**src/rtl/vidx_move_pkg.sv**
```systemverilog
package vidx_move_pkg;

  typedef enum logic [1:0] {
    CAUSE_NONE  = 2'd0,
    CAUSE_RANGE = 2'd1,
    CAUSE_INDEX = 2'd2
  } cause_e;

  typedef enum logic [2:0] {
    ST_IDLE,
    ST_IDX_WAIT,
    ST_IDX_CHK,
    ST_DAT_WAIT,
    ST_DAT_PUT,
    ST_NEXT,
    ST_FIN
  } step_e;

endpackage

```
**src/rtl/vidx_range_check.sv**
```systemverilog
module vidx_range_check #(
  parameter int NREG   = 32,
  parameter int AW     = 5,
  parameter int LW     = 6,
  parameter int NBASES = 3
) (
  input  logic [NBASES*AW-1:0] bases,
  input  logic [LW-1:0]        len,
  output logic                 bad
);
  localparam int SW = LW + 1;
  localparam logic [SW-1:0] LIMIT = SW'(NREG);

  logic [NBASES-1:0] over;

  for (genvar k = 0; k < NBASES; k++) begin : g_base
    logic [SW-1:0] reach;
    assign reach   = SW'(bases[k*AW +: AW]) + SW'(len);
    assign over[k] = (reach >= LIMIT);
  end

  assign bad = |over;
endmodule

```
**src/rtl/vidx_seq.sv**
```systemverilog
module vidx_seq
  import vidx_move_pkg::*;
#(
  parameter int NREG = 32,
  parameter int DW   = 32,
  parameter int AW   = 5,
  parameter int LW   = 6
) (
  input  logic          clk,
  input  logic          rst,
  input  logic          start,
  input  logic [AW-1:0] idx_base,
  input  logic [AW-1:0] src_base,
  input  logic [AW-1:0] dst_base,
  input  logic [LW-1:0] vlen,
  input  logic          range_bad,
  output logic          rf_rd_en,
  output logic [AW-1:0] rf_rd_addr,
  input  logic [DW-1:0] rf_rd_data,
  output logic          rf_wr_en,
  output logic [AW-1:0] rf_wr_addr,
  output logic [DW-1:0] rf_wr_data,
  output logic          busy,
  output logic          done,
  output logic          trap,
  output logic [1:0]    trap_cause,
  output logic [LW-1:0] trap_elem
);
  step_e         step;
  logic [AW-1:0] ra_q, rb_q, rd_q;
  logic [LW-1:0] vl_q;
  logic [LW-1:0] elem;

  logic          idx_over;
  logic          last_elem;
  logic [AW-1:0] idx_trim;

  assign idx_over  = (rf_rd_data >= DW'(vl_q));
  assign last_elem = (elem == vl_q - LW'(1));
  assign idx_trim  = rf_rd_data[AW-1:0];

  always_ff @(posedge clk) begin
    if (rst) begin
      step       <= ST_IDLE;
      ra_q       <= '0;
      rb_q       <= '0;
      rd_q       <= '0;
      vl_q       <= '0;
      elem       <= '0;
      rf_rd_en   <= 1'b0;
      rf_rd_addr <= '0;
      rf_wr_en   <= 1'b0;
      rf_wr_addr <= '0;
      rf_wr_data <= '0;
      busy       <= 1'b0;
      done       <= 1'b0;
      trap       <= 1'b0;
      trap_cause <= CAUSE_NONE;
      trap_elem  <= '0;
    end else begin
      done     <= 1'b0;
      trap     <= 1'b0;
      rf_rd_en <= 1'b0;
      rf_wr_en <= 1'b0;
      unique case (step)
        ST_IDLE: begin
          if (start) begin
            if (vlen == '0) begin
              done       <= 1'b1;
              trap_cause <= CAUSE_NONE;
            end else if (range_bad) begin
              trap       <= 1'b1;
              trap_cause <= CAUSE_RANGE;
              trap_elem  <= '0;
            end else begin
              ra_q       <= idx_base;
              rb_q       <= src_base;
              rd_q       <= dst_base;
              vl_q       <= vlen;
              elem       <= '0;
              busy       <= 1'b1;
              trap_cause <= CAUSE_NONE;
              rf_rd_en   <= 1'b1;
              rf_rd_addr <= idx_base;
              step       <= ST_IDX_WAIT;
            end
          end
        end
        ST_IDX_WAIT: step <= ST_IDX_CHK;
        ST_IDX_CHK: begin
          if (idx_over) begin
            trap       <= 1'b1;
            trap_cause <= CAUSE_INDEX;
            trap_elem  <= elem;
            busy       <= 1'b0;
            step       <= ST_IDLE;
          end else begin
            rf_rd_en   <= 1'b1;
            rf_rd_addr <= rb_q + idx_trim;
            step       <= ST_DAT_WAIT;
          end
        end
        ST_DAT_WAIT: step <= ST_DAT_PUT;
        ST_DAT_PUT: begin
          rf_wr_en   <= 1'b1;
          rf_wr_addr <= rd_q + AW'(elem);
          rf_wr_data <= rf_rd_data;
          if (last_elem) begin
            step <= ST_FIN;
          end else begin
            elem <= elem + LW'(1);
            step <= ST_NEXT;
          end
        end
        ST_NEXT: begin
          rf_rd_en   <= 1'b1;
          rf_rd_addr <= ra_q + AW'(elem);
          step       <= ST_IDX_WAIT;
        end
        ST_FIN: begin
          done <= 1'b1;
          busy <= 1'b0;
          step <= ST_IDLE;
        end
        default: step <= ST_IDLE;
      endcase
    end
  end

  // once a fault is flagged, no write follows
  assert_no_write_after_trap_R5: assert property (@(posedge clk) disable iff (rst)
    trap |=> !rf_wr_en);

  // completion is a single-cycle strobe, never together with a fault
  assert_done_pulse_R7: assert property (@(posedge clk) disable iff (rst)
    done |=> !done);
  assert_done_trap_excl_R7: assert property (@(posedge clk) disable iff (rst)
    !(done && trap));

  // an element's write never shares a cycle with a read
  assert_write_alone_R6: assert property (@(posedge clk) disable iff (rst)
    rf_wr_en |-> !rf_rd_en);

  // a command arriving mid-run leaves the latched command untouched
  assert_busy_ignores_start_R9: assert property (@(posedge clk) disable iff (rst)
    (busy && start) |=> ($stable(vl_q) && $stable(rd_q) && $stable(rb_q)));
endmodule

```
**src/rtl/vidx_move.sv**
```systemverilog
module vidx_move #(
  parameter int NREG = 32,
  parameter int DW   = 32,
  parameter int AW   = $clog2(NREG),
  parameter int LW   = $clog2(NREG + 1)
) (
  input  logic          clk,
  input  logic          rst,
  input  logic          start,
  input  logic [AW-1:0] idx_base,
  input  logic [AW-1:0] src_base,
  input  logic [AW-1:0] dst_base,
  input  logic [LW-1:0] vlen,
  output logic          rf_rd_en,
  output logic [AW-1:0] rf_rd_addr,
  input  logic [DW-1:0] rf_rd_data,
  output logic          rf_wr_en,
  output logic [AW-1:0] rf_wr_addr,
  output logic [DW-1:0] rf_wr_data,
  output logic          busy,
  output logic          done,
  output logic          trap,
  output logic [1:0]    trap_cause,
  output logic [LW-1:0] trap_elem
);
  localparam int NBASES = 3;

  logic range_bad;

  vidx_range_check #(
    .NREG(NREG), .AW(AW), .LW(LW), .NBASES(NBASES)
  ) u_range (
    .bases ({dst_base, src_base, idx_base}),
    .len   (vlen),
    .bad   (range_bad)
  );

  vidx_seq #(
    .NREG(NREG), .DW(DW), .AW(AW), .LW(LW)
  ) u_seq (
    .clk        (clk),
    .rst        (rst),
    .start      (start),
    .idx_base   (idx_base),
    .src_base   (src_base),
    .dst_base   (dst_base),
    .vlen       (vlen),
    .range_bad  (range_bad),
    .rf_rd_en   (rf_rd_en),
    .rf_rd_addr (rf_rd_addr),
    .rf_rd_data (rf_rd_data),
    .rf_wr_en   (rf_wr_en),
    .rf_wr_addr (rf_wr_addr),
    .rf_wr_data (rf_wr_data),
    .busy       (busy),
    .done       (done),
    .trap       (trap),
    .trap_cause (trap_cause),
    .trap_elem  (trap_elem)
  );

  // a command reaching past the file end faults at once, with no access
  assert_range_trap_R4: assert property (@(posedge clk) disable iff (rst)
    (start && !busy && vlen != '0 && range_bad) |=>
      (trap && trap_cause == 2'd1 && !rf_rd_en && !busy));

  // a zero-length command completes at once with no access
  assert_empty_done_R8: assert property (@(posedge clk) disable iff (rst)
    (start && !busy && vlen == '0) |=> (done && !rf_rd_en && !busy));
endmodule

```
**config.mk**
```make
export PLATFORM = sky130hd
export DESIGN_NAME = vidx_move
export DESIGN_NICKNAME = d
export VERILOG_FILES = /design/src/rtl/vidx_move_pkg.sv /design/src/rtl/vidx_range_check.sv /design/src/rtl/vidx_seq.sv /design/src/rtl/vidx_move.sv
export SDC_FILE = /design/constraint.sdc
export NUM_CORES = 1
export LEC_CHECK = 0
export BUFFER_PORTS_ARGS = -buffer_cell sky130_fd_sc_hd__buf_2
export CAP_MARGIN = 25
export CORE_MARGIN = 4
export CORE_UTILIZATION = 35
export CTS_CLUSTER_DIAMETER = 60
export DETAILED_ROUTE_END_ITERATION = 7
export PLACE_DENSITY = 0.62
export SYNTH_ARGS = -nofsm -noshare
export SYNTH_HDL_FRONTEND = slang
export SYNTH_SLANG_ARGS = --single-unit
```
**constraint.sdc**
```tcl
create_clock -name clk -period 4.5 [get_ports clk]
set_clock_uncertainty 0.1 [all_clocks]
set_input_delay 1.35 -clock clk [delete_from_list [all_inputs] [get_ports clk]]
set_output_delay 1.35 -clock clk [all_outputs]
set_load 0.01 [all_outputs]
```
Word level (Yosys, flattened, before mapping)
Cells that the tools add are included.
Storage, ports and cells
  bits in registers: 85
  input bits: 56
  output and inout bits: 55
  word-level logic and storage cells: 103
Cells by class
  add/sub/neg operators: 8
  magnitude comparators: 4
  eq/ne operators: 14
  mux-type cells: 45
  bitwise gates (word level): 2
  reductions and logical operators: 14
Operators with widths (number)
  $mux W6: 8
  $ge A32 B6 Y1: 1
  $pmux W6 S2: 2
  $add A5 B6 Y7: 3
  $ge A7 B6 Y1 const B: 3
  $mux W5: 4
  $reduce_and A5 Y1: 4
  $pmux W3 S6: 1
  $mux W1: 16
  $add A5 B5 Y5: 3
  $pmux W5 S3: 1
  $ne A2 B2 Y1 const B: 6
  $mux W2: 5
  $eq A3 B3 Y1 const B: 3
  $mux W3: 3
  $add A6 B1 Y6 const B: 1
  $eq A3 B2 Y1 const B: 2
  $eq A6 B6 Y1: 1
  $logic_not A6 Y1: 1
  $pmux W1 S3: 2
  $reduce_and A3 Y1: 2
  $reduce_bool A3 Y1: 2
  $sub A6 B1 Y6 const B: 1
  $pmux W1 S2: 2
  8 further kinds: 10

Depth between registers and ports, before layout
Gate-level depths: netlist of the first run.
  word-level depth: 7
  gate-level depth with buffers: 10
  depth with buffers taken out: 9

Hierarchy
A second synthesis of the first run with hierarchy kept.
Second synthesis, totals
  cells, all modules: 540
  area total of the unflattened synthesis: 4504.3 µm²
Modules (own cells, without submodules)
  vidx_seq: times used 1, cells an instance 495, area an instance 4095.2 µm², sequential area each 1701.6 µm²
  vidx_range_check: times used 1, cells an instance 45, area an instance 409.1 µm², sequential area each 0.0 µm²

Worst setup path before layout of the first run
No wires, ideal clock.
  path kind: in2reg
  start: input port src_base[0]
  end: register u_seq.elem[4]
  library setup time: 0.120 ns
  arrival: 3.779 ns
  required time: 4.280 ns
  setup slack: 0.501 ns
  stages on the path: 9
  buffers on the path: 0
  path through: ha_1 fa_1 a211oi_1 o211ai_1 mux2_2 a211oi_4 or4b_4 and3_1 o31a_1
Between the ends
  longest elaborated chain between the ends: 5
Ends and longest elaborated chain
  from (decl): RTL line vidx_move.sv:11  | input logic [AW-1:0] src_base,
  $add A5 B6 Y7: RTL line vidx_range_check.sv:18  | assign reach = SW'(bases[k*AW +: AW]) + SW'(len);
  $ge A7 B6 Y1: RTL line vidx_range_check.sv:19  | assign over[k] = (reach >= LIMIT);
  $reduce_or A3 Y1: RTL line vidx_range_check.sv:22  | assign bad = |over;
  $ne A2 B2 Y1 (no source line)
  $reduce_and A5 Y1 (no source line)
  to (signal assigned): RTL line vidx_seq.sv:111  | elem <= elem + LW'(1);
  to (decl): RTL line vidx_seq.sv:32  | logic [LW-1:0] elem;
Every way passes these cells.
A chain may end at the register's enable or synchronous reset.

Worst setup path in the final report of the first run
  start: input port vlen[0]
  end: register u_seq.elem[4]
Between the ends
  longest elaborated chain between the ends: 5
  elaborated cells on any way between the ends: 11
  those cells by class: add/sub: 3; order compare: 3; eq/ne: 2; reduce/logical: 3
Ends and longest elaborated chain
  from (decl): RTL line vidx_move.sv:13  | input logic [LW-1:0] vlen,
  $add A5 B6 Y7: RTL line vidx_range_check.sv:18
  $ge A7 B6 Y1: RTL line vidx_range_check.sv:19
  $reduce_or A3 Y1: RTL line vidx_range_check.sv:22
  $ne A2 B2 Y1 (no source line)
  $reduce_and A5 Y1 (no source line) (*)
Every way passes the cells marked *; elsewhere a longest branch is shown, timed or not.

==> results of run 1 <==
[how the worst max path moves through the flow]
stage / end / cells after the start / start / slack, ps
final: u_seq.elem[4] / 10 / vlen[0] / 600
after global placement: u_seq.elem[5] / 10 / vlen[0] / 300
after CTS: u_seq.elem[4] / 10 / vlen[0] / 600
after detailed placement: u_seq.elem[5] / 10 / vlen[0] / 230
after floorplan: u_seq.elem[4] / 9 / src_base[0] / 500
after global routing: u_seq.elem[4] / 10 / vlen[0] / 490
[cell usage after synthesis (4+ instances only)]
cell type,instances
sky130_fd_sc_hd__a211oi_1,7
sky130_fd_sc_hd__a21o_1,10
sky130_fd_sc_hd__a21oi_1,57
sky130_fd_sc_hd__and3_1,4
sky130_fd_sc_hd__clkbuf_1,26
sky130_fd_sc_hd__dfxtp_1,85
sky130_fd_sc_hd__fa_1,6
sky130_fd_sc_hd__ha_1,35
sky130_fd_sc_hd__inv_1,19
sky130_fd_sc_hd__mux2_2,5
sky130_fd_sc_hd__mux2i_1,21
sky130_fd_sc_hd__nand2_1,98
sky130_fd_sc_hd__nand2b_1,4
sky130_fd_sc_hd__nand3_1,16
sky130_fd_sc_hd__nor2_1,45
sky130_fd_sc_hd__nor2b_1,5
sky130_fd_sc_hd__nor3_1,8
sky130_fd_sc_hd__nor4_1,6
sky130_fd_sc_hd__o21ai_0,14
sky130_fd_sc_hd__xnor2_1,14
sky130_fd_sc_hd__xor2_1,6
[state kept, by name, summed over array words and instances, names as in the netlist]
signal / count
u_seq.rd_q: 5
u_seq.trap: 1
u_seq.rf_rd_en: 1
u_seq.elem: 6
u_seq.step: 3
u_seq.rf_wr_data: 32
u_seq.trap_cause: 2
u_seq.busy: 1
u_seq.rf_wr_addr: 5
u_seq.rf_rd_addr: 5
u_seq.done: 1
u_seq.vl_q: 6
u_seq.rf_wr_en: 1
u_seq.trap_elem: 6
u_seq.ra_q: 5
u_seq.rb_q: 5
[worst register-to-register path, stage by stage, from the launching register on]
cell                        delay, ps
sky130_fd_sc_hd__dfxtp_1          450
sky130_fd_sc_hd__inv_1             70
sky130_fd_sc_hd__ha_1             220
sky130_fd_sc_hd__nor2b_1          150
sky130_fd_sc_hd__xnor2_1          150
sky130_fd_sc_hd__nor3_1            70
sky130_fd_sc_hd__o2111ai_1        770
sky130_fd_sc_hd__mux2_2           420
sky130_fd_sc_hd__a31oi_1          140
sky130_fd_sc_hd__a21oi_1           90
[through the flow]
step,area (µm²),setup slack (ps),cells,hold slack [ps],utilization (%)
after floorplan,4540,501,540,368,-
after global placement,5240,301,799,340,41.3
after detailed placement,5240,231,799,345,41.3
after CTS,5560,598,815,353,43.9
after global routing,5560,488,815,380,43.9
final,5560,601,815,349,43.9
[layout make-up]
| cell class | instances | area (µm²) | area share, % |
|---|---|---|---|
| clock buffer | 9 | 225 | 4.05 |
| clock inverter | 7 | 98.8 | 1.78 |
| inverter | 19 | 71.3 | 1.28 |
| multi-input combinational | 406 | 2640 | 47.6 |
| sequential | 85 | 1700 | 30.6 |
| tap | 172 | 215 | 3.87 |
| timing repair buffer | 117 | 603 | 10.8 |
[cells in the final DEF (no fill, tap or decap), drive strengths merged, types with 3 or more instances in the layout]
master | synthesis | routed
o31ai | 3 | 3
mux2 | 5 | 5
nor2b | 5 | 5
inv | 19 | 20
dfxtp | 85 | 85
o21ai | 14 | 14
a22oi | 3 | 3
or2 | 3 | 3
nand2 | 98 | 98
fa | 6 | 6
and3 | 4 | 4
clkinv | 0 | 3
and2 | 3 | 3
nor3 | 8 | 8
nor2 | 45 | 45
a21o | 10 | 10
xor2 | 6 | 6
mux2i | 21 | 21
a21oi | 57 | 57
a211oi | 8 | 8
nor4 | 6 | 6
nand2b | 4 | 4
ha | 35 | 35
xnor2 | 14 | 14
buf | 4 | 117
clkbuf | 26 | 9
nand3 | 16 | 16
[power by group through the flow]
| stage | combinational (µW) | sequential, µW | clock, µW |
|---|---|---|---|
| finish | 186 | 773 | 804 |
| global route | 208 | 774 | 853 |
| CTS | 186 | 773 | 828 |
| detailed placement | 185 | 790 | 0 |
| global placement | 180 | 790 | 0 |
| floorplan | 111 | 788 | 0 |
[metal layers]
layer	share of wire, %	up-vias	track usage (%)
li1	-	2071	-
met1	44	1929	21.3
met4	2.7	0	8.40
met3	4.2	18	2.55
met5	0	-	0
met2	49	95	27.3
[cell families after synthesis]
logic type,count (synthesis)
compound gates,118
fa+ha+maj,41
flops,85
mux,26
buf+inv,49
simple gates,201
xor+xnor,20
==> tab_implementation.tex, run 1 <==
\begin{tabular}{lr}
\hline
Metric & Value \\
\hline
\multicolumn{2}{l}{\textbf{Drt}} \\
Routed vias/inst & 5.05 \\
Initial DRC Count & 195 \\
Number of remaining DRC errors & 0 \\
WL/cell & 15.1 µm \\
Total wirelength of the detailed-routed design & 12,300 µm \\
DRT antenna net count & 0 \\
Number of iterations in the first detailed-routing pass & 4 \\
Vias after detailed routing & 4,113 \\
\multicolumn{2}{l}{\textbf{Synthesis}} \\
Number of warnings printed during yosys synthesis & 0 \\
Main combinational cell family by area after synthesis & simple AND/OR/NAND/NOR gates \\
Synthesized net count & 637 \\
Seq/Total Area, Yosys & 37.5\% \\
Post-synthesis simple-gate area fraction & 19.7\% \\
Portion of synthesized cell area occupied by the leading cell type & 37.5\% \\
Cell area after synthesis & 4540 µm² \\
Syn Area/Cell & 8.40 µm² \\
Post-synthesis cell type count & 53 \\
Area share of xor/xnor cells in the synthesized design & 3.86\% \\
Post-synth EDFFs & 0 \\
Share of flip-flops with an asynchronous set or reset after synthesis & 0\% \\
Multiplexer fraction of the synthesized cell area & 5.88\% \\
Share of the synthesized area in compound gates (AO/OA/AOI/OAI) & 16.5\% \\
Instance count of the mapped netlist & 540 \\
Leading cell types by total area after synthesis & sky130\_fd\_sc\_hd\_\_dfxtp\_1, sky130\_fd\_sc\_hd\_\_ha\_1, sky130\_fd\_sc\_hd\_\_nand2\_1 \\
Adder-cell share of the synthesized area & 12.3\% \\
Leading area contributor after synthesis & sky130\_fd\_sc\_hd\_\_dfxtp\_1 \\
Synthesis-stage register bit count & 85 \\
Most used flip-flop cell after synthesis & sky130\_fd\_sc\_hd\_\_dfxtp\_1 \\
\multicolumn{2}{l}{\textbf{Die}} \\
Std cell rows & 41 \\
Height of the die & 122 µm \\
Number of top-level pins & 111 \\
Die width & 122 µm \\
Initial cell density of the core & 35.8\% \\
Die footprint & 14,800 µm² \\
Core footprint & 12,700 µm² \\
\multicolumn{2}{l}{\textbf{Clock tree}} \\
Number of instances resized during post-cts repair & 0 \\
Clk buf depth & 2 \\
Htree depth & 3 \\
Hold\_buf cts & 0 \\
Clock root buffer & sky130\_fd\_sc\_hd\_\_clkbuf\_16 \\
Setup Buffers After CTS & 0 \\
Clock latency reported for the late side of the worst-skew pair & 350 ps \\
Clock slew at the register clock pins of the worst setup and hold paths & 60 ps \\
CTS tree & yes \\
Clock Sink Count & 85 \\
Number of clock buffers inserted by TritonCTS & 9 \\
\multicolumn{2}{l}{\textbf{Placement}} \\
HPWL Detailed & 9360 µm \\
Port Buffer Count & 110 \\
Global placer's final weighted congestion & 0.864 \\
\multicolumn{2}{l}{\textbf{Power and ir drop}} \\
VDD IR-drop max & 0.000134 V \\
Switching power & 433 µW \\
Comb power frac & 10.5\% \\
Lkg Pwr & 0.00258 µW \\
Total internal power & 1330 µW \\
Relative contribution of the clock network to total power & 45.6\% \\
Switching power as a share of total power & 24.6\% \\
Total power of the final layout & 1760 µW \\
Power share of the sequential group & 43.9\% \\
PD cells & 317 nW/µm² \\
\multicolumn{2}{l}{\textbf{Setup path}} \\
Reg-to-reg setup timing slack & 1740 ps \\
Arrival time worst endpoint & 4030 ps \\
Depth of the worst register-to-register path & 9 \\
CP peak stage delay & 530 ps \\
Cell-by-cell trace of the critical path & buf\_2, ha\_1, fa\_1, a211oi\_1, o211ai\_1, mux2\_2, a211oi\_4, or4b\_4, and3\_1, o31a\_1 \\
Category of the most critical setup path & input port to flop \\
Required time of the critical path & 4630 ps \\
Slowest cell on the critical path & sky130\_fd\_sc\_hd\_\_or4b\_4 \\
Nature of the critical path endpoint & flop \\
R2r startpoint & u\_seq.vl\_q[0] \\
Top fanout value on the critical path & 6 \\
Worst Path Buf+Inv & 1 \\
Startpoint kind of the worst setup timing path & input port \\
Reg-to-reg endpoint & u\_seq.elem[3] \\
Largest delay contributor family on the critical path & compound AO/OA/AOI/OAI gates \\
\multicolumn{2}{l}{\textbf{Hold path}} \\
Critical hold path startpoint & u\_seq.rf\_wr\_data[28] \\
Worst min-delay path endpoint & u\_seq.rf\_wr\_data[28] \\
Hold path cells & 2 \\
Class of the most critical hold timing path & flop to flop \\
\multicolumn{2}{l}{\textbf{Final layout}} \\
Share of post-route cells with drive strength above 1 & 22.7\% \\
Layout fillers & 1,268 \\
Net count of the finished layout & 735 \\
\# diodes & 0 \\
Area delta synth->final & 22.6\% \\
\multicolumn{2}{l}{\textbf{STA}} \\
Hold violation total from the final report & 0 \\
Worst slew pin tran & 955 ps \\
Maximum achievable frequency & 256 MHz \\
Final period util & 86.6\% \\
RSZ-0062 raised after global routing & no \\
Minimum period implied by the final worst setup slack & 3900 ps \\
Worst max-slew margin expressed relative to the limit & 36.2\% \\
Total negative setup slack & 0 ps \\
Number of setup violations in the final report & 0 \\
Max Slew Vio Count & 0 \\
\multicolumn{2}{l}{\textbf{Run status}} \\
Status & finished clean \\
\multicolumn{2}{l}{\textbf{Global route}} \\
Overall overflow remaining after global route & 0 \\
Initial antenna violation count & 0 \\
Global-route wire length before repair & 19,500 µm \\
Number of global-route vias before repair & 3,844 \\
Overall fraction of global-route tracks in use & 16.6\% \\
Maximum number of pins on one net before global-route repair & 46 \\
\multicolumn{2}{l}{\textbf{Job}} \\
Max\_cap viols & 0 \\
\hline
\end{tabular}
No activity file was read; power rests on OpenSTA's default activity.
==> inputs of run 2 (changes only) <==
Clock period 4.5 ns to 3.6 ns, I/O delays scaled along.
==> run 2 against run 1 <==
Final cell count increased by 1.1%. Total power increased by 26%. Sequential cell count unchanged. Setup slack got worse by 480 ps. Critical endpoint is now u_seq.elem[5]. Largest cell class unchanged. Largest power group unchanged.
==> tab_implementation.tex, run 2 (synthesis results as in run 1) <==
\begin{tabular}{lr}
\hline
Metric & Value \\
\hline
\multicolumn{2}{l}{\textbf{Run status}} \\
Status & finished clean \\
\multicolumn{2}{l}{\textbf{Drt}} \\
Number of iterations in the first detailed-routing pass & 5 (+1) \\
Number of remaining DRC errors & 0 (unchanged) \\
Vias after detailed routing & 4,167 (+1.3\%) \\
Total wirelength of the detailed-routed design & 12,300 µm (about the same) \\
DRT antenna net count & 0 (unchanged) \\
WL/cell & 15.0 µm (-1.0\%) \\
Initial DRC Count & 164 (-16\%) \\
Routed vias/inst & 5.06 (+0.21\%) \\
\multicolumn{2}{l}{\textbf{Global route}} \\
M2 GR Usage & 28.9\% (+1.6 points) \\
Number of global-route vias before repair & 4,036 (+5.0\%) \\
Initial antenna violation count & 0 (unchanged) \\
Overall overflow remaining after global route & 0 (unchanged) \\
Overall fraction of global-route tracks in use & 17.0\% (+0.37 points) \\
Busiest layer in global routing & met2 \\
Global-route met3 utilization & 2.79\% (+0.23 points) \\
Global-route wire length before repair & 20,000 µm (+2.8\%) \\
Maximum number of pins on one net before global-route repair & 41 (-11\%) \\
Met1 track demand over resource & 21.6\% (+0.31 points) \\
\multicolumn{2}{l}{\textbf{Setup path}} \\
Worst Path Buf+Inv & 1 (unchanged) \\
Required time of the critical path & 3720 ps (-910 ps) \\
Top fanout value on the critical path & 4 (-2) \\
Cell-by-cell trace of the critical path & buf\_2, ha\_1, fa\_2, a211oi\_2, o211ai\_1, mux2\_4, a211oi\_4, or4b\_4, and3\_1, o31a\_1 \\
CP peak stage delay & 510 ps (-20 ps) \\
Nature of the critical path endpoint & flop \\
Largest delay contributor family on the critical path & compound AO/OA/AOI/OAI gates \\
Arrival time worst endpoint & 3610 ps (-420 ps) \\
Category of the most critical setup path & input port to flop \\
Slowest cell on the critical path & sky130\_fd\_sc\_hd\_\_or4b\_4 \\
Startpoint kind of the worst setup timing path & input port \\
\multicolumn{2}{l}{\textbf{Die}} \\
Core footprint & 12,700 µm² (unchanged) \\
Initial cell density of the core & 35.8\% (unchanged) \\
Die footprint & 14,800 µm² (unchanged) \\
Std cell rows & 41 (unchanged) \\
Height of the die & 122 µm (unchanged) \\
Number of top-level pins & 111 (unchanged) \\
Die width & 122 µm (unchanged) \\
\multicolumn{2}{l}{\textbf{Clock tree}} \\
Clock latency reported for the late side of the worst-skew pair & 340 ps (about the same) \\
Clock Sink Count & 85 (unchanged) \\
CTS tree & yes \\
Number of clock buffers inserted by TritonCTS & 9 (unchanged) \\
Number of instances resized during post-cts repair & 0 (unchanged) \\
Clock root buffer & sky130\_fd\_sc\_hd\_\_clkbuf\_16 \\
Hold\_buf cts & 0 (unchanged) \\
Setup Buffers After CTS & 0 (unchanged) \\
Clock slew at the register clock pins of the worst setup and hold paths & 60 ps (about the same) \\
Clk buf depth & 2 (unchanged) \\
Htree depth & 3 (unchanged) \\
\multicolumn{2}{l}{\textbf{STA}} \\
Worst slew pin tran & 946 ps (-9.54 ps) \\
Final period util & 96.8\% \\
Number of setup violations in the final report & 0 (unchanged) \\
Max Slew Vio Count & 0 (unchanged) \\
Crit path setup slack, layout & 117 ps (-484 ps) \\
RSZ-0062 raised after global routing & no \\
Min Hold Slack & 349 ps (+0.332 ps) \\
Hold violation total from the final report & 0 (unchanged) \\
Worst max-slew margin expressed relative to the limit & 36.9\% (+0.70 points) \\
Maximum achievable frequency & 287 MHz \\
Minimum period implied by the final worst setup slack & 3480 ps \\
\multicolumn{2}{l}{\textbf{Final layout}} \\
Most common library cell in the layout ignoring fill and taps & sky130\_fd\_sc\_hd\_\_buf\_2 \\
Area delta synth->final & 24.8\% \\
Commonest cells after routing, fill and taps aside & sky130\_fd\_sc\_hd\_\_buf\_2, sky130\_fd\_sc\_hd\_\_nand2\_1, sky130\_fd\_sc\_hd\_\_dfxtp\_1, sky130\_fd\_sc\_hd\_\_a21oi\_1, sky130\_fd\_sc\_hd\_\_nor2\_1 \\
\# diodes & 0 (unchanged) \\
Net count of the finished layout & 745 (+1.4\%) \\
Core utilization of the finished layout & 44.7\% (+0.79 points) \\
Layout fillers & 1,291 (+1.8\%) \\
Share of post-route cells with drive strength above 1 & 23.9\% (+1.2 points) \\
Reg with most FFs & u\_seq.rf\_wr\_data \\
Number of flip-flops under the largest register name & 32 (unchanged) \\
\multicolumn{2}{l}{\textbf{Placement}} \\
Global placer's final weighted congestion & 0.928 (+7.5\%) \\
HPWL Detailed & 9460 µm (+1.1\%) \\
Port Buffer Count & 110 (unchanged) \\
Worst setup slack before clock tree synthesis & -218 ps (-449 ps) \\
\multicolumn{2}{l}{\textbf{Hold path}} \\
Class of the most critical hold timing path & flop to flop \\
\multicolumn{2}{l}{\textbf{Power and ir drop}} \\
VDD IR-drop max & 0.000215 V (+61\%) \\
PD cells & 392 nW/µm² (+24\%) \\
Lkg Pwr & 0.00264 µW (+2.3\%) \\
\multicolumn{2}{l}{\textbf{Job}} \\
Max\_cap viols & 0 (unchanged) \\
\hline
\end{tabular}
## run 2: final timing paths
check	startpoint	to	slack, ps	depth (start not counted)
max	vlen[0]	u_seq.elem[5]	120	10
min	u_seq.rf_wr_addr[3]	u_seq.rf_wr_addr[3]	350	2
max reg2reg	u_seq.vl_q[5]	u_seq.rf_rd_addr[1]	1210	10
min reg2reg	u_seq.rf_wr_addr[3]	u_seq.rf_wr_addr[3]	350	2
## run 2: cell type report
| class | count | area [µm²] | share of cell area, % |
|---|---|---|---|
| clock inverter | 3 | 68.8 | 1.22 |
| multi-input combinational | 406 | 2660 | 46.9 |
| sequential | 85 | 1700 | 30.1 |
| clock buffer | 12 | 256 | 4.53 |
| tap | 172 | 215 | 3.80 |
| timing repair buffer | 127 | 691 | 12.2 |
| inverter | 19 | 71.3 | 1.26 |
## run 2: worst register-to-register path, cell delays in order (launching register included)
cell and delay (ps):
sky130_fd_sc_hd__dfxtp_1 400, sky130_fd_sc_hd__inv_1 60, sky130_fd_sc_hd__ha_1 290, sky130_fd_sc_hd__a211oi_1 210, sky130_fd_sc_hd__nand2_1 120, sky130_fd_sc_hd__nor4_1 290
sky130_fd_sc_hd__buf_4 180, sky130_fd_sc_hd__a31o_2 160, sky130_fd_sc_hd__a21oi_1 50, sky130_fd_sc_hd__buf_4 160, sky130_fd_sc_hd__mux2_2 260
## run 2: power breakdown
part | switching [µW] | total [µW] | internal (µW)
Clock | 365 | 1010 | 643
Combinational | 138 | 243 | 106
Sequential | 12.3 | 967 | 955
## run 2: routing by layer
metal / up-vias / part of all wire [%]
met5: - / 0
met4: 0 / 2.0
met3: 17 / 5.4
met2: 125 / 49
met1: 1942 / 43
li1: 2083 / -
## run 2: stage by stage
step	instances	total power [µW]	area [µm²]	setup TNS [ps]
2_1_floorplan	540	1130	4550	0
3_3_place_gp	809	1220	5330	-237
3_5_place_dp	809	1230	5330	-685
4_1_cts	824	2250	5660	0
5_1_grt	824	2310	5660	0
6_report	824	2220	5660	0
